===== config.mk =====
export PLATFORM = sky130hd
export DESIGN_NAME = stk_xfer_seq
export DESIGN_NICKNAME = d
export VERILOG_FILES = /design/src/rtl/stk_xfer_pkg.sv /design/src/rtl/stk_xfer_plan.sv /design/src/rtl/stk_xfer_pick.sv /design/src/rtl/stk_xfer_rf.sv /design/src/rtl/stk_xfer_seq.sv
export SDC_FILE = /design/constraint.sdc
export NUM_CORES = 1
export LEC_CHECK = 0
export BUFFER_PORTS_ARGS = -buffer_cell sky130_fd_sc_hd__buf_2
export CAP_MARGIN = 0
export CORE_MARGIN = 2
export CORE_UTILIZATION = 35
export CTS_BUF_LIST = sky130_fd_sc_hd__clkbuf_4
export CTS_CLUSTER_SIZE = 24
export DETAILED_ROUTE_END_ITERATION = 10
export GPL_TIMING_DRIVEN = 0
export SLEW_MARGIN = 10
export SYNTH_ARGS = -nofsm -noshare
export SYNTH_HDL_FRONTEND = slang
export SYNTH_SLANG_ARGS = --single-unit

===== constraint.sdc =====
create_clock -name clk_i -period 5.89 [get_ports clk_i]
set_input_delay 1.178 -clock clk_i [delete_from_list [all_inputs] [get_ports clk_i]]
set_output_delay 1.178 -clock clk_i [all_outputs]
set_load 0.02 [all_outputs]

===== src/rtl/stk_xfer_pkg.sv =====
package stk_xfer_pkg;
  typedef enum logic [1:0] {
    OP_PUSH = 2'd0,
    OP_POP  = 2'd1,
    OP_STM  = 2'd2,
    OP_LDM  = 2'd3
  } xfer_op_e;

  typedef enum logic [1:0] {
    ST_IDLE = 2'd0,
    ST_XFER = 2'd1,
    ST_FIN  = 2'd2
  } xfer_st_e;
endpackage


===== src/rtl/stk_xfer_plan.sv =====
module stk_xfer_plan
  import stk_xfer_pkg::*;
#(
  parameter int NLOW = 8,
  parameter int DW   = 32,
  parameter int CW   = $clog2(NLOW + 2)
) (
  input  xfer_op_e        op_i,
  input  logic [NLOW-1:0] rlist_i,
  input  logic            xtra_i,
  input  logic [DW-1:0]   base_i,
  output logic [NLOW:0]   mask_o,
  output logic [CW-1:0]   cnt_o,
  output logic [DW-1:0]   first_addr_o,
  output logic [DW-1:0]   end_base_o
);
  logic          use_x;
  logic [DW-1:0] span;
  logic [DW-1:0] low_base;

  assign use_x  = (op_i == OP_PUSH) || (op_i == OP_POP);
  assign mask_o = {xtra_i & use_x, rlist_i};

  always_comb begin
    cnt_o = '0;
    for (int i = 0; i <= NLOW; i++) cnt_o = cnt_o + CW'(mask_o[i]);
  end

  assign span     = DW'(cnt_o) << 2;
  assign low_base = base_i - span;

  always_comb begin
    if (op_i == OP_PUSH) begin
      end_base_o   = low_base;
      first_addr_o = {low_base[DW-1:2], 2'b00};
    end else begin
      end_base_o   = base_i + span;
      first_addr_o = {base_i[DW-1:2], 2'b00};
    end
  end
endmodule


===== src/rtl/stk_xfer_pick.sv =====
module stk_xfer_pick #(
  parameter int W  = 9,
  parameter int IW = $clog2(W)
) (
  input  logic [W-1:0]  mask_i,
  output logic [IW-1:0] idx_o,
  output logic          any_o,
  output logic          last_o
);
  always_comb begin
    idx_o = '0;
    for (int i = W - 1; i >= 0; i--) begin
      if (mask_i[i]) idx_o = IW'(i);
    end
  end

  assign any_o  = |mask_i;
  assign last_o = any_o && ((mask_i & (mask_i - W'(1))) == '0);
endmodule


===== src/rtl/stk_xfer_rf.sv =====
module stk_xfer_rf #(
  parameter int NREG = 10,
  parameter int DW   = 32,
  parameter int RIW  = $clog2(NREG)
) (
  input  logic           clk_i,
  input  logic           rst_ni,
  input  logic           we_i,
  input  logic [RIW-1:0] waddr_i,
  input  logic [DW-1:0]  wdata_i,
  input  logic [RIW-1:0] ra_a_i,
  output logic [DW-1:0]  rd_a_o,
  input  logic [RIW-1:0] ra_b_i,
  output logic [DW-1:0]  rd_b_o,
  input  logic [RIW-1:0] ra_c_i,
  output logic [DW-1:0]  rd_c_o
);
  logic [DW-1:0] regs_q [NREG];

  for (genvar g = 0; g < NREG; g++) begin : g_reg
    always_ff @(posedge clk_i or negedge rst_ni) begin
      if (!rst_ni)                               regs_q[g] <= '0;
      else if (we_i && (waddr_i == RIW'(g)))     regs_q[g] <= wdata_i;
    end
  end

  function automatic logic [DW-1:0] rd(input logic [RIW-1:0] a);
    logic [DW-1:0] v;
    v = '0;
    for (int i = 0; i < NREG; i++) begin
      if (a == RIW'(i)) v = regs_q[i];
    end
    return v;
  endfunction

  assign rd_a_o = rd(ra_a_i);
  assign rd_b_o = rd(ra_b_i);
  assign rd_c_o = rd(ra_c_i);
endmodule


===== src/rtl/stk_xfer_seq.sv =====
module stk_xfer_seq
  import stk_xfer_pkg::*;
#(
  parameter int NLOW = 8,
  parameter int DW   = 32
) (
  input  logic                      clk_i,
  input  logic                      rst_ni,
  input  logic                      start_i,
  input  logic [1:0]                op_i,
  input  logic [NLOW-1:0]           rlist_i,
  input  logic                      xtra_i,
  input  logic [$clog2(NLOW)-1:0]   base_idx_i,
  input  logic [DW-1:0]             sp_i,
  output logic                      busy_o,
  output logic                      done_o,
  output logic [DW-1:0]             new_base_o,
  output logic                      mem_req_o,
  output logic                      mem_we_o,
  output logic [DW-1:0]             mem_addr_o,
  output logic [DW-1:0]             mem_wdata_o,
  input  logic                      mem_rsp_i,
  input  logic [DW-1:0]             mem_rdata_i,
  input  logic                      rf_we_i,
  input  logic [$clog2(NLOW+2)-1:0] rf_waddr_i,
  input  logic [DW-1:0]             rf_wdata_i,
  input  logic [$clog2(NLOW+2)-1:0] rf_raddr_i,
  output logic [DW-1:0]             rf_rdata_o
);
  localparam int NREG = NLOW + 2;
  localparam int RIW  = $clog2(NREG);
  localparam int BIW  = $clog2(NLOW);
  localparam int PIW  = $clog2(NLOW + 1);
  localparam int CW   = $clog2(NLOW + 2);
  localparam logic [RIW-1:0] LINK_IDX = RIW'(NLOW);
  localparam logic [RIW-1:0] PC_IDX   = RIW'(NLOW + 1);

  xfer_st_e        st_q, st_d;
  xfer_op_e        op_q, op_in;
  logic [NLOW:0]   mask_q, mask_d;
  logic [DW-1:0]   addr_q, addr_d;
  logic [DW-1:0]   nb_q, nb_d;
  logic [BIW-1:0]  bidx_q, bidx_d;
  logic            wb_q, wb_d;

  logic [NLOW:0]   plan_mask;
  logic [CW-1:0]   plan_cnt;
  logic [DW-1:0]   plan_first, plan_end, plan_base;

  logic [PIW-1:0]  pick_idx;
  logic            pick_any, pick_last;
  logic [RIW-1:0]  cur_reg;
  logic            is_load, accept;

  logic            rf_we;
  logic [RIW-1:0]  rf_wa;
  logic [DW-1:0]   rf_wd;
  logic [DW-1:0]   rf_rd_store, rf_rd_base;

  assign op_in = xfer_op_e'(op_i);

  stk_xfer_rf #(.NREG(NREG), .DW(DW), .RIW(RIW)) u_rf (
    .clk_i  (clk_i),
    .rst_ni (rst_ni),
    .we_i   (rf_we),
    .waddr_i(rf_wa),
    .wdata_i(rf_wd),
    .ra_a_i (cur_reg),
    .rd_a_o (rf_rd_store),
    .ra_b_i (RIW'(base_idx_i)),
    .rd_b_o (rf_rd_base),
    .ra_c_i (rf_raddr_i),
    .rd_c_o (rf_rdata_o)
  );

  assign plan_base = ((op_in == OP_PUSH) || (op_in == OP_POP)) ? sp_i : rf_rd_base;

  stk_xfer_plan #(.NLOW(NLOW), .DW(DW), .CW(CW)) u_plan (
    .op_i        (op_in),
    .rlist_i     (rlist_i),
    .xtra_i      (xtra_i),
    .base_i      (plan_base),
    .mask_o      (plan_mask),
    .cnt_o       (plan_cnt),
    .first_addr_o(plan_first),
    .end_base_o  (plan_end)
  );

  stk_xfer_pick #(.W(NLOW + 1), .IW(PIW)) u_pick (
    .mask_i(mask_q),
    .idx_o (pick_idx),
    .any_o (pick_any),
    .last_o(pick_last)
  );

  // extra slot maps to link on push, program counter on pop
  assign cur_reg = (pick_idx == PIW'(NLOW)) ? ((op_q == OP_POP) ? PC_IDX : LINK_IDX)
                                            : RIW'(pick_idx);
  assign is_load = (op_q == OP_POP) || (op_q == OP_LDM);

  assign busy_o      = (st_q != ST_IDLE);
  assign done_o      = (st_q == ST_FIN);
  assign new_base_o  = nb_q;
  assign mem_req_o   = (st_q == ST_XFER) && pick_any;
  assign mem_we_o    = mem_req_o && !is_load;
  assign mem_addr_o  = addr_q;
  assign mem_wdata_o = mem_we_o ? rf_rd_store : '0;
  assign accept      = mem_req_o && mem_rsp_i;

  always_comb begin
    rf_we = 1'b0;
    rf_wa = rf_waddr_i;
    rf_wd = rf_wdata_i;
    unique case (st_q)
      ST_IDLE: rf_we = rf_we_i;
      ST_XFER: begin
        if (accept && is_load) begin
          rf_we = 1'b1;
          rf_wa = cur_reg;
          rf_wd = (cur_reg == PC_IDX) ? {mem_rdata_i[DW-1:1], 1'b0} : mem_rdata_i;
        end
      end
      ST_FIN: begin
        if (wb_q) begin
          rf_we = 1'b1;
          rf_wa = RIW'(bidx_q);
          rf_wd = nb_q;
        end
      end
      default: rf_we = 1'b0;
    endcase
  end

  always_comb begin
    st_d   = st_q;
    mask_d = mask_q;
    addr_d = addr_q;
    nb_d   = nb_q;
    bidx_d = bidx_q;
    wb_d   = wb_q;
    unique case (st_q)
      ST_IDLE: begin
        if (start_i) begin
          bidx_d = base_idx_i;
          if (plan_cnt == '0) begin
            st_d   = ST_FIN;
            mask_d = '0;
            nb_d   = plan_base;
            wb_d   = 1'b0;
          end else begin
            st_d   = ST_XFER;
            mask_d = plan_mask;
            addr_d = plan_first;
            nb_d   = plan_end;
            wb_d   = (op_in == OP_STM) || (op_in == OP_LDM);
          end
        end
      end
      ST_XFER: begin
        if (accept) begin
          mask_d[pick_idx] = 1'b0;
          addr_d           = addr_q + DW'(4);
          if ((op_q == OP_LDM) && (cur_reg == RIW'(bidx_q))) begin
            wb_d = 1'b0;
            nb_d = mem_rdata_i;
          end
          if (pick_last) st_d = ST_FIN;
        end
      end
      ST_FIN:  st_d = ST_IDLE;
      default: st_d = ST_IDLE;
    endcase
  end

  always_ff @(posedge clk_i or negedge rst_ni) begin
    if (!rst_ni) begin
      st_q   <= ST_IDLE;
      op_q   <= OP_PUSH;
      mask_q <= '0;
      addr_q <= '0;
      nb_q   <= '0;
      bidx_q <= '0;
      wb_q   <= 1'b0;
    end else begin
      st_q   <= st_d;
      mask_q <= mask_d;
      addr_q <= addr_d;
      nb_q   <= nb_d;
      bidx_q <= bidx_d;
      wb_q   <= wb_d;
      if ((st_q == ST_IDLE) && start_i) op_q <= op_in;
    end
  end
endmodule


==> results of run 1 <==
-- registers in the layout (all words and copies together), names as in the netlist --
name	count
u_rf.regs_q	320
new_base_o	32
mem_addr_o	30
mask_q	9
bidx_q	3
op_q	2
st_q	2
wb_q	1
-- synth_stat cells, drive strengths merged (29+ instances only) --
master | count | area (um2)
a222oi | 55 | 551
and3 | 29 | 181
a221oi | 53 | 464
clkbuf | 203 | 763
mux2i | 88 | 881
o22ai | 41 | 257
inv | 39 | 146
nor2 | 415 | 1560
mux2 | 52 | 593
a21oi | 336 | 1680
buf | 54 | 323
a22oi | 118 | 891
o21ai | 328 | 1640
o211ai | 43 | 323
nand3 | 113 | 566
nor2b | 29 | 181
dfrtp | 399 | 9980
nor3 | 38 | 205
nand2 | 329 | 1230
-- report_power, final --
part           total [mW]  switching, mW  internal, mW
sequential           5.87           1.81          4.06
clock                2.84           1.43          1.41
combinational        9.98           6.81          3.16
total                18.7           10.1          8.64
-- worst max-delay path: cells and delay by family (launching register included) --
kind,cells,cell delay (ps)
compound gates,4,900
buf+inv,4,1290
simple gates,4,1320
flops,1,320
-- through the flow --
step | setup TNS (ps) | std cells
floorplan | 0 | 3099
global placement | -2155490 | 4298
detailed placement | -122650 | 4322
CTS | 0 | 4542
global route | -24.4 | 4555
finish | -286 | 4562
-- routing by layer --
metal  routed length (um)  vias up  part of all wire, %  track usage (%)
li1                     -    12300                    -                -
met1                57300    14200                   38             49.6
met2                63200     2336                   42             57.8
met3                18300      518                   12             11.5
met4                10100        6                  6.8             23.6
met5                   40        -                0.027                0
-- what timing repair did --
action / CTS / global route
pin swaps: 3 / 3
setup endpoints to repair: 102 / 70
buffers inserted: 5 / 8
hold buffers: 0 / 0
gates resized for setup: 52 / 33
-- worst min-delay path by stage --
stage	startpoint	end	slack (ps)	cells after the start
2_1_floorplan	u_rf.regs_q[4]$_DFFE_PN0P_	u_rf.regs_q[4]$_DFFE_PN0P_	450	2
5_1_grt	rst_ni	mask_q[1]$_DFFE_PN0P_	210	1
6_report	rst_ni	mask_q[1]$_DFFE_PN0P_	170	1
3_5_place_dp	u_rf.regs_q[20]$_DFFE_PN0P_	u_rf.regs_q[20]$_DFFE_PN0P_	470	2
4_1_cts	rst_ni	mask_q[1]$_DFFE_PN0P_	190	1
3_3_place_gp	u_rf.regs_q[8]$_DFFE_PN0P_	u_rf.regs_q[8]$_DFFE_PN0P_	460	2
-- cell families after synthesis --
logic type,count (synthesis),synth area share [%]
AND/OR/NAND/NOR,1066,18.8
other,1,0.0148
adder cells (fa/ha/maj),27,1.53
AO/OA/AOI/OAI,1118,27.5
XOR/XNOR,40,1.38
multiplexers,150,6.69
flip-flops,399,39.3
buffers and inverters,297,4.86
-- area by class of cell --
type,instances,area (um2)
multi-input combinational,2403,14500
buffer,250,1120
inverter,40,154
clock inverter,41,194
tap,950,1190
fill,7472,41600
clock buffer,177,1330
sequential,399,9980
timing repair buffer,293,1720
antenna,9,22.5
==> impl_metrics.env, run 1 <==
export IMPL_arrival_ps=4800
export IMPL_post_route_cells_drive_above_1_share_pct=18.9
export IMPL_die_h_um=273
export IMPL_grt_pass1_vias=27600
export IMPL_final_net_count=3656
export IMPL_grt_use_total_pct=38.8
export IMPL_vias_per_cell=6.43
export IMPL_rsz0062_at_grt="yes"
export IMPL_startpoint="mask_q[5]$_DFFE_PN0P_"
export IMPL_drv_slew=0
export IMPL_r2r_start="st_q[1]$_DFFE_PN0P_"
export IMPL_post_route_util_pct=42.1
export IMPL_grt_start_max_net_pins=102
export IMPL_hold_slack_ps=173
export IMPL_rows=98
export IMPL_slowest_delay_ps=500
export IMPL_crit_top_cell="nand2_1"
export IMPL_netlist_area_um2=25400
export IMPL_yosysWarnings=0
export IMPL_num_io_pins=255
export IMPL_cts_tree="yes"
export IMPL_fmax_ghz=0.167
export IMPL_r2r_slack_ps=190
export IMPL_clock_skew_ps=47.7
export IMPL_violations="setup timing"
export IMPL_p_total_mw=18.7
export IMPL_async_flop_share_pct=100
export IMPL_status="finished, violations left"
export IMPL_r2r_end="new_base_o[12]$_DFFE_PN0P_"
export IMPL_critPathMaxFanout=10
export IMPL_cp_cell_sequence="clkbuf_1 > a21oi_1 > o21a_1 > nor2_2 > buf_8 > nand2_1 > nand2_1 > clkbuf_2 > nor2_1 > o211ai_1 > o21ai_0 > buf_2"
export IMPL_core_um2=71700
export IMPL_worst_slew_pin_slew_ps=1430
export IMPL_yosysUniqueCellTypes=89
export IMPL_antenna_found_initial=8
export IMPL_start_util_pct=35.4
export IMPL_syn2layout_area_growth_pct=18.7
export IMPL_place_congestion=1.04
export IMPL_synthFlopType="dfrtp_1"
export IMPL_required_ps=4710
export IMPL_fin_crit_sh_pct=101
export IMPL_routedWlPerCell_um=32.7
export IMPL_layout_common_cells="nor2_1 (409), dfrtp_1 (399), a21oi_1 (333)"
export IMPL_drc=0
export IMPL_io_buffers=249
export IMPL_place_area_um2=28200
export IMPL_drt_pass1_iter_count=7
export IMPL_seq_area_frac_synth_pct=39.3
export IMPL_max_clock_path_buffers=3
export IMPL_ant_nets=0
export IMPL_layout_commonest_cell="nor2_1"
export IMPL_h_tree_depth=3
export IMPL_syn_area_per_cell_um2=8.20
export IMPL_setup_ws_ps=-84.4
export IMPL_finalWirelength_um=149000
export IMPL_ir_worst_vdd_mv=0.316
export IMPL_cp_slowest_cell="nor2_2"
export IMPL_min_delay_path_class="input pin to async pin"
export IMPL_die_area_um2=74800
export IMPL_min_period_ps=5970
export IMPL_grt_overflow=0
export IMPL_dp_hpwl_um=111000
export IMPL_cts_reportedPaths_clkPinSlew_ps=80
export IMPL_synth_seq_cells=399
export IMPL_clkLatencyLatePin_ps=980
export IMPL_maxCapViolations=0
export IMPL_p_leak_nw=12.8
export IMPL_cts_sinks=399
export IMPL_setup_violations=6
export IMPL_cts_root_buf="clkbuf_4"
export IMPL_synth_cells=3098
export IMPL_r2r_cells=14
export IMPL_pre_cts_ws_ps=-2210
export IMPL_end_kind="output pin"
export IMPL_hold_viol=0
export IMPL_cts_made_buffers=120
export IMPL_drt_initial_drc_count=4595
export IMPL_grt_pass1_wl_um=207000
export IMPL_synth_edf_count=0
export IMPL_postLayoutCellArea_um2=30200
export IMPL_relSlewSlack_pct=4.99
export IMPL_dieWidth_um=273
export IMPL_num_vias=29300
export IMPL_endpoint="mem_wdata_o[9]"
export IMPL_critical_path_class="register to output pin"
export IMPL_cp_start_kind="register"
export IMPL_pwr_density_cell_nw_per_um2=620
(Power assumes the default switching activity.)
==> run 2, diff against run 1 <==
CTS_CLUSTER_SIZE = unset   (was 24)
PLACE_DENSITY_LB_ADDON = 0.1   (was unset)
SETUP_SLACK_MARGIN = 0.5   (was unset)
==> run 2 against run 1 <==
  * The run now ends clean
  * Sequential power is essentially flat
  * Global-route usage up 1.9 points
  * Via count decreased by 0.29%
  * Combinational power is 5% higher
  * Die area unchanged
  * Cell area is 2.3% higher
  * Core utilization is 0.97 points higher
  * Clock skew is 45 ps higher
  * Critical endpoint is now mem_wdata_o[13]
  * Largest cell class unchanged
  * Largest power group unchanged
==> impl_metrics.env, run 2 (synthesis gave the netlist of run 1 again) <==
export IMPL_dp_hpwl_um=119000
export IMPL_power_switching_mw=10.3
export IMPL_antenna_found_initial=4
export IMPL_drv_slew=0
export IMPL_layout_common_cells="nor2_1 (408), dfrtp_1 (399), a21oi_1 (329)"
export IMPL_post_route_util_pct=43.0
export IMPL_relSlewSlack_pct=7.44
export IMPL_max_clock_path_buffers=3
export IMPL_grt_pass1_vias=28000
export IMPL_pwr_density_cell_nw_per_um2=621
export IMPL_rsz0062_at_grt="yes"
export IMPL_arrival_ps=4290
export IMPL_worst_slew_pin_slew_ps=1390
export IMPL_critPathMaxFanout=10
export IMPL_rows=98
export IMPL_drt_pass1_iter_count=9
export IMPL_maxCapViolations=0
export IMPL_die_area_um2=74800
export IMPL_dieWidth_um=273
export IMPL_clkLatencyLatePin_ps=970
export IMPL_power_frac_clock_pct=14.3
export IMPL_min_delay_path_class="input pin to async pin"
export IMPL_postLayoutCellArea_um2=30900
export IMPL_cp_start_kind="register"
export IMPL_hold_viol=0
export IMPL_num_io_pins=255
export IMPL_ir_worst_vdd_mv=0.236
export IMPL_cts_tree="yes"
export IMPL_finalWirelength_um=156000
export IMPL_min_period_ps=5470
export IMPL_grt_overflow=0
export IMPL_largest_register_ffs=320
export IMPL_cts_sinks=399
export IMPL_place_area_um2=28600
export IMPL_fmax_ghz=0.183
export IMPL_grt_use_total_pct=40.7
export IMPL_status="complete, no violations"
export IMPL_num_vias=29300
export IMPL_end_kind="output pin"
export IMPL_dp_cells=4337
export IMPL_core_um2=71700
export IMPL_swShare_pct=53.8
export IMPL_syn2layout_area_growth_pct=21.5
export IMPL_grt_start_max_net_pins=99
export IMPL_cts_made_buffers=117
export IMPL_seqPwrFrac_pct=30.7
export IMPL_fin_crit_sh_pct=92.8
export IMPL_p_leak_nw=13.1
export IMPL_drt_initial_drc_count=3900
export IMPL_hold_buffers=0
export IMPL_place_congestion=1.02
export IMPL_h_tree_depth=3
export IMPL_ant_nets=0
export IMPL_cts_reportedPaths_clkPinSlew_ps=70
export IMPL_grt_pass1_wl_um=215000
export IMPL_die_h_um=273
export IMPL_vias_per_cell=6.38
export IMPL_cts_root_buf="clkbuf_4"
export IMPL_required_ps=4710
export IMPL_intPower_mw=8.86
export IMPL_layout_commonest_cell="nor2_1"
export IMPL_largest_register="u_rf.regs_q"
export IMPL_setup_violations=0
export IMPL_fin_cells=4587
export IMPL_final_net_count=3687
export IMPL_io_buffers=249
export IMPL_clock_skew_ps=93.1
export IMPL_p_total_mw=19.2
export IMPL_combPwrFrac_pct=54.9
export IMPL_post_route_cells_drive_above_1_share_pct=21.8
export IMPL_drc=0
export IMPL_critical_path_class="register to output pin"
export IMPL_routedWlPerCell_um=34.1
export IMPL_n_fill_cell=7524
export IMPL_start_util_pct=35.4
[run 2: cell count changes in the layout (fill, tap and decap cells not counted), moves of 6 or more]
cell	delta
buf_2	+8
clkbuf_4	+6
nor3_2	+6
clkbuf_1	-24
buf_6	+12
nor3_1	-7
clkbuf_2	+8
buf_4	+17
[run 2: stage by stage]
step	setup slack, ps	hold slack, ps	setup TNS, ps
6_report	424	205	0
5_1_grt	356	204	0
4_1_cts	502	155	0
3_5_place_dp	-2720	476	-168280
3_3_place_gp	-4920	465	-2093190
2_1_floorplan	137	450	0
[run 2: final timing paths]
path | cells after the start | slack [ps] | startpoint | end
max | 11 | 420 | mask_q[6]$_DFFE_PN0P_ | mem_wdata_o[13]
min | 1 | 200 | rst_ni | u_rf.regs_q[131]$_DFFE_PN0P_
max reg2reg | 13 | 760 | st_q[1]$_DFFE_PN0P_ | u_rf.regs_q[268]$_DFFE_PN0P_
min reg2reg | 2 | 490 | u_rf.regs_q[10]$_DFFE_PN0P_ | u_rf.regs_q[10]$_DFFE_PN0P_
max in group asynchronous | 3 | 4280 | rst_ni | u_rf.regs_q[45]$_DFFE_PN0P_
min in group clk_i | 2 | 490 | u_rf.regs_q[10]$_DFFE_PN0P_ | u_rf.regs_q[10]$_DFFE_PN0P_
[run 2: power by group through the flow]
stage	Clock, mW	Combinational (mW)	Sequential [mW]
5_1_grt	2.93	11.0	5.96
3_3_place_gp	0	9.31	5.72
4_1_cts	2.78	10.0	5.73
3_5_place_dp	0	9.72	5.74
2_1_floorplan	0	5.49	5.29
6_report	2.75	10.5	5.89
[run 2: repair_timing]
action	4_1_cts	5_1_grt
buffers inserted	20	5
setup endpoints to repair	128	76
gates resized for setup	115	85
pin swaps	9	14
[run 2: area by class of cell]
class	instances	area (um2)	area share (%)
Antenna cell	4	10.0	0.0324
Timing Repair Buffer	320	1980	6.41
Sequential cell	399	9980	32.4
Inverter	40	159	0.515
Clock buffer	172	1290	4.18
Tap cell	950	1190	3.85
Buffer	257	1240	4.02
Clock inverter	42	195	0.632
Multi-Input combinational cell	2403	14800	48.0
[run 2: per-layer routing]
metal  global-route usage, %  vias to the layer above  part of all wire [%]
li1                        -                    12400                     -
met1                    51.3                    14400                    39
met3                    12.0                      504                    11
met4                    24.6                        2                   6.9
met5                       0                        -                0.0070
met2                    61.5                     2044                    43
[run 2: worst max-delay path, stage by stage (launching register included)]
cell      delay (ps)
dfrtp_1          490
nor2_1           340
nor3_2           110
o31a_1           350
buf_4            190
nor3_4           370
clkbuf_2         480
a221oi_1         140
o21ai_0          230
o211ai_1         160
o21ai_0          250
buf_2            270
